==> src/rtl/pio_pkg.sv <==
package pio_pkg;

  // Strobes passed from the bus decoder to the datapath, valid for one cycle
  typedef struct packed {
    logic       ldA;
    logic       ldB;
    logic       ldC;
    logic       bitOp;
    logic [2:0] bitIdx;
    logic       bitVal;
    logic       modeLd;
  } pioStrobe_t;

  // Direction of the four groups, 1 = input
  typedef struct packed {
    logic aIn;
    logic cuIn;
    logic bIn;
    logic clIn;
  } pioDir_t;

  localparam logic [1:0] ADDR_A    = 2'd0;
  localparam logic [1:0] ADDR_B    = 2'd1;
  localparam logic [1:0] ADDR_C    = 2'd2;
  localparam logic [1:0] ADDR_CTRL = 2'd3;

endpackage

==> src/rtl/pio_ctrl.sv <==
module pio_ctrl
  import pio_pkg::*;
#(
  parameter int DATA_W = 8
) (
  input  logic              clk,
  input  logic              rstN,
  input  logic              cs,
  input  logic              wr,
  input  logic [1:0]        addr,
  input  logic [DATA_W-1:0] wrData,
  output pioStrobe_t        stb,
  output pioDir_t           dir
);

  logic ctrlWrite;
  logic modeShape;

  assign ctrlWrite = cs && wr && (addr == ADDR_CTRL);
  // bits 6, 5 and 2 must all be zero for a basic-mode configuration
  assign modeShape = (wrData[6:5] == 2'b00) && !wrData[2];

  always_comb begin
    stb = '0;
    if (cs && wr) begin
      unique case (addr)
        ADDR_A: stb.ldA = 1'b1;
        ADDR_B: stb.ldB = 1'b1;
        ADDR_C: stb.ldC = 1'b1;
        default: begin
          if (wrData[7]) begin
            stb.modeLd = modeShape;
          end else begin
            stb.bitOp  = 1'b1;
            stb.bitIdx = wrData[3:1];
            stb.bitVal = wrData[0];
          end
        end
      endcase
    end
  end

  always_ff @(posedge clk) begin
    if (!rstN) begin
      dir <= '1;
    end else if (ctrlWrite && stb.modeLd) begin
      dir.aIn  <= wrData[4];
      dir.cuIn <= wrData[3];
      dir.bIn  <= wrData[1];
      dir.clIn <= wrData[0];
    end
  end

endmodule

==> src/rtl/pio_datapath.sv <==
module pio_datapath
  import pio_pkg::*;
#(
  parameter int DATA_W     = 8,
  parameter int INTE_A_BIT = 4,
  parameter int INTE_B_BIT = 2
) (
  input  logic              clk,
  input  logic              rstN,
  input  pioStrobe_t        stb,
  input  pioDir_t           dir,
  input  logic [DATA_W-1:0] wrData,
  input  logic              rdSel,
  input  logic [1:0]        addr,
  input  logic [DATA_W-1:0] paIn,
  input  logic [DATA_W-1:0] pbIn,
  input  logic [DATA_W-1:0] pcIn,
  output logic [DATA_W-1:0] latA,
  output logic [DATA_W-1:0] latB,
  output logic [DATA_W-1:0] latC,
  output logic [DATA_W-1:0] paOe,
  output logic [DATA_W-1:0] pbOe,
  output logic [DATA_W-1:0] pcOe,
  output logic [DATA_W-1:0] rdData,
  output logic [1:0]        intEnable
);

  localparam int HALF  = DATA_W / 2;
  localparam int IDX_W = $clog2(DATA_W);
  localparam int NUM_INTE = 2;
  localparam int IntePos [NUM_INTE] = '{INTE_A_BIT, INTE_B_BIT};

  always_ff @(posedge clk) begin
    if (!rstN || stb.modeLd) begin
      latA <= '0;
      latB <= '0;
    end else begin
      if (stb.ldA) latA <= wrData;
      if (stb.ldB) latB <= wrData;
    end
  end

  // Each port C bit owns its update path so a bit command touches only one flop
  for (genvar i = 0; i < DATA_W; i++) begin : g_portC
    always_ff @(posedge clk) begin
      if (!rstN || stb.modeLd) begin
        latC[i] <= 1'b0;
      end else if (stb.ldC) begin
        latC[i] <= wrData[i];
      end else if (stb.bitOp && (stb.bitIdx == IDX_W'(i))) begin
        latC[i] <= stb.bitVal;
      end
    end
  end

  for (genvar g = 0; g < NUM_INTE; g++) begin : g_inte
    always_ff @(posedge clk) begin
      if (!rstN || stb.modeLd) begin
        intEnable[g] <= 1'b0;
      end else if (stb.bitOp && (stb.bitIdx == IDX_W'(IntePos[g]))) begin
        intEnable[g] <= stb.bitVal;
      end
    end
  end

  assign paOe = {DATA_W{~dir.aIn}};
  assign pbOe = {DATA_W{~dir.bIn}};
  assign pcOe = {{HALF{~dir.cuIn}}, {HALF{~dir.clIn}}};

  logic [HALF-1:0] rdCUpper;
  logic [HALF-1:0] rdCLower;

  assign rdCUpper = dir.cuIn ? pcIn[DATA_W-1:HALF] : latC[DATA_W-1:HALF];
  assign rdCLower = dir.clIn ? pcIn[HALF-1:0]      : latC[HALF-1:0];

  always_comb begin
    rdData = '0;
    if (rdSel) begin
      unique case (addr)
        ADDR_A:  rdData = dir.aIn ? paIn : latA;
        ADDR_B:  rdData = dir.bIn ? pbIn : latB;
        ADDR_C:  rdData = {rdCUpper, rdCLower};
        default: rdData = '0;
      endcase
    end
  end

endmodule

==> src/rtl/pio_port_ctrl.sv <==
module pio_port_ctrl
  import pio_pkg::*;
#(
  parameter int DATA_W     = 8,
  parameter int INTE_A_BIT = 4,
  parameter int INTE_B_BIT = 2
) (
  input  logic              clk,
  input  logic              rstN,
  input  logic              cs,
  input  logic [1:0]        addr,
  input  logic              rd,
  input  logic              wr,
  input  logic [DATA_W-1:0] wrData,
  output logic [DATA_W-1:0] rdData,
  input  logic [DATA_W-1:0] paIn,
  output logic [DATA_W-1:0] paOut,
  output logic [DATA_W-1:0] paOe,
  input  logic [DATA_W-1:0] pbIn,
  output logic [DATA_W-1:0] pbOut,
  output logic [DATA_W-1:0] pbOe,
  input  logic [DATA_W-1:0] pcIn,
  output logic [DATA_W-1:0] pcOut,
  output logic [DATA_W-1:0] pcOe,
  output logic [1:0]        intEnable
);

  pioStrobe_t stb;
  pioDir_t    dir;

  pio_ctrl #(.DATA_W(DATA_W)) u_ctrl (
    .clk    (clk),
    .rstN   (rstN),
    .cs     (cs),
    .wr     (wr),
    .addr   (addr),
    .wrData (wrData),
    .stb    (stb),
    .dir    (dir)
  );

  pio_datapath #(
    .DATA_W     (DATA_W),
    .INTE_A_BIT (INTE_A_BIT),
    .INTE_B_BIT (INTE_B_BIT)
  ) u_dp (
    .clk       (clk),
    .rstN      (rstN),
    .stb       (stb),
    .dir       (dir),
    .wrData    (wrData),
    .rdSel     (cs && rd),
    .addr      (addr),
    .paIn      (paIn),
    .pbIn      (pbIn),
    .pcIn      (pcIn),
    .latA      (paOut),
    .latB      (pbOut),
    .latC      (pcOut),
    .paOe      (paOe),
    .pbOe      (pbOe),
    .pcOe      (pcOe),
    .rdData    (rdData),
    .intEnable (intEnable)
  );

endmodule

==> config.mk <==
export PLATFORM = sky130hd
export DESIGN_NAME = pio_port_ctrl
export DESIGN_NICKNAME = d
export VERILOG_FILES = /design/src/rtl/pio_pkg.sv /design/src/rtl/pio_ctrl.sv /design/src/rtl/pio_datapath.sv /design/src/rtl/pio_port_ctrl.sv
export SDC_FILE = /design/constraint.sdc
export NUM_CORES = 1
export LEC_CHECK = 0
export ABC_AREA = 1
export BUFFER_PORTS_ARGS = -buffer_cell sky130_fd_sc_hd__buf_2
export CAP_MARGIN = 20
export CORE_MARGIN = 3
export CORE_UTILIZATION = 40
export DETAILED_ROUTE_END_ITERATION = 12
export GPL_TIMING_DRIVEN = 0
export HOLD_SLACK_MARGIN = 0.06
export PLACE_DENSITY = 0.78
export SLEW_MARGIN = 25
export SYNTH_ARGS = -nofsm -noshare
export SYNTH_HDL_FRONTEND = slang
export SYNTH_SLANG_ARGS = --single-unit
export TNS_END_PERCENT = 5
==> constraint.sdc <==
create_clock -name clk -period 2.7 [get_ports clk]
set_input_delay 0.27 -clock clk [delete_from_list [all_inputs] [get_ports clk]]
set_output_delay 0.27 -clock clk [all_outputs]
set_load 0.01 [all_outputs]
==> impl_results.md <==
- VDD IR max: 0.0002273 V
- Req. time, crit path: 2430 ps
- Clk sink count: 30
- CP max-delay cell: clkinv_1
- # Post-CTS Setup Buffers: 0
- Routed WL per cell: about 14 um
- Slew Limit Fails: 0
- Min cycle time layout: 2204 ps
- Grt ovf: 0
- CP top delay family: buffers and inverters
- Pwr Total: 1.089 mW
- Most frequent cells in the layout: 104 x buf_2, 52 x nand2_1, 45 x nor2_1
- Post-Syn Instances: approximately 310
- CTS max path bufs: 2
- Post-cts sizing count: 0
- Fin. Hold Viols: 0
- 1st-iter DRT viols: 172
- LEAKAGE: around 1.5 nW
- Initial Util: 42.72%
- Setup_tns: 0 ps
- Post-Layout Inst Area: 0.002577 mm2
- Synth-to-Final Area Change: 33.94%
- Rel. slew slack: 61.83%
- Worst Skew: 0 ps
- Drc violations: 0
- Ant diodes: 0
- Synthesized cell area: 0.001924 mm2
- Slew @ Worst Pin: 570.5 ps
- Most used cell, CP: o21ai_0
- CP endpoint kind: output port
- Period utilization: 81.63%
- CORE AREA: 0.004504 mm2
- Largest net degree at the start of global routing: 17
- Outcome: finished clean
- Worst-skew pair later-pin latency: 290 ps
- Synth area leaders: dfxtp_1 31%, nand2_1 10%, o21ai_0 9.9%
- Min Hold Slack: 258.6 ps
- Die X: 75.36 um
- Max cap viols: 0
- Vias in the first global route: approximately 1900
- Commonest non-fill, non-tap cell in the layout: buf_2
- CP startpoint kind: register
- CTS tree: yes
- Total track usage: 22.41%
- Num ports: 97
- DR pass1 iterations: 6
- Kind of critical path: register to output port
- Crit path cell chain: buf_2 > clkinv_1 > o21ai_0 > o21ai_0 > o21ai_0 > inv_1 > buf_2
- DR vias/cell: 5.142
- Synth unique cells: 18
- Routed vias: 2360
- Max FO, Critical Path: 16
- CTS clk-pin slew, worst paths: roughly 60 ps
- Chip Height: roughly 75 um
- CTS root buf: clkbuf_8
- Critical Path AT: around 1900 ps
- Number of fill cells in the layout: 453
- Total Wirelength: 6534 um
- Initial antenna violation count: 0
- Yosys warns: 0
- Synth area leader: dfxtp_1
- # rows: 24
- Cell Pwr Density: 422.5 mW/mm2
- DIE AREA: 0.005679 mm2
- DP Cell Count: 452
- Post-Syn Nets: 344
- Hpwl dp: 5031 um
- H-tree levels: 2
- Non-filler instance count after layout: between 400 and 500
- Post-synth top area share: 31.21%
- Fmax: 453.7 MHz
- RSZ-0062 raised after global routing: no
- First-pass GRT wire length: between 9000 and 10000 um
- CTS buffer count: 5
- Sequential cell area fraction in the yosys report: between 30 and 40%
- Port Buffers: 95
- Hold crit path type: input pin to register
- Worst path bufs/invs: 4
- Hold_buf cts: 0
- Syn_area_per_cell: 6.309 um2
- Synth Register Bits: 30
- Placer congestion estimate: 0.9108
- Share of cells above drive strength 1: 34.15%
- Largest stage delay, worst path: 360 ps
- Post-route ant nets: 0
- Final Setup Violations: 0
- Final Net Count: about 450
- Placed cell areas: 0.002465 mm2
==> power breakdown <==
part           internal [mW]  switching (mW)  leakage, nW
clock network          0.295           0.173       0.0573
logic                 0.0620           0.101         1.19
registers              0.452         0.00629        0.243
==> per-stage QoR <==
stage	utilization (%)	setup slack, ps
after detailed placement	54.72	771.9
after global routing	57.22	361.3
after global placement	54.72	749.5
after CTS	57.22	481.9
final	57.22	496.1
after floorplan	-	1174
==> registers in the layout (all words and copies together), names as in the netlist <==
register	flops
u_dp.latC	8
u_dp.intEnable	2
u_dp.latB	8
u_ctrl.dir	4
u_dp.latA	8
==> worst register-to-register path, stage by stage (launching register included) <==
cell and delay (ps):
dfxtp_1 390, nand2_1 70, a21oi_1 120, nor2_1 60
nor2_1 70
==> cell families after synthesis <==
group | synth area share [%]
buffers and inverters | 18.20
AOI/OAI and AO/OA | 21.26
and+or+nand+nor | 29.32
DFF | 31.21
==> layout make-up <==
class / instances / area, um2 / share of cell area (%)
multi-input combinational: 210 / 973.4 / 37.77
sequential: 30 / 600.6 / 23.30
timing repair buffer: 95 / 475.5 / 18.45
buffer: 33 / 230.2 / 8.932
inverter: 32 / 120.1 / 4.660
clock buffer: 6 / 82.58 / 3.204
tap: 52 / 65.06 / 2.524
clock inverter: 1 / 30.03 / 1.165
==> per-layer routing <==
metal / GRT usage, % / share of wire, % / up-vias
li1: - / - / 1197
met1: 29.96 / 43 / 1035
met2: 35.86 / 46 / 120
met3: 4.354 / 10 / 8
met4: 8.350 / 1.4 / 0
met5: 0 / 0 / -
==> path summary, 6_finish.rpt <==
| path | from | to | slack, ps | depth (start not counted) |
|---|---|---|---|---|
| min | rstN | u_ctrl.dir[0] | 260 | 2 |
| max reg2reg | u_dp.latC[4] | u_dp.latC[4] | 1930 | 4 |
| max | u_ctrl.dir[3] | rdData[5] | 500 | 7 |
| min reg2reg | u_dp.intEnable[1] | u_dp.intEnable[1] | 460 | 2 |
==> cell usage after synthesis (all sizes together) <==
master	n
a21oi	31
inv	31
dfxtp	30
nand3	24
o211ai	5
nor2	45
buf	32
nand4	10
o21ai	38
or2	1
clkinv	1
clkbuf	1
nand2	53
o221ai	3
Power figures use the tool's default switching activity.
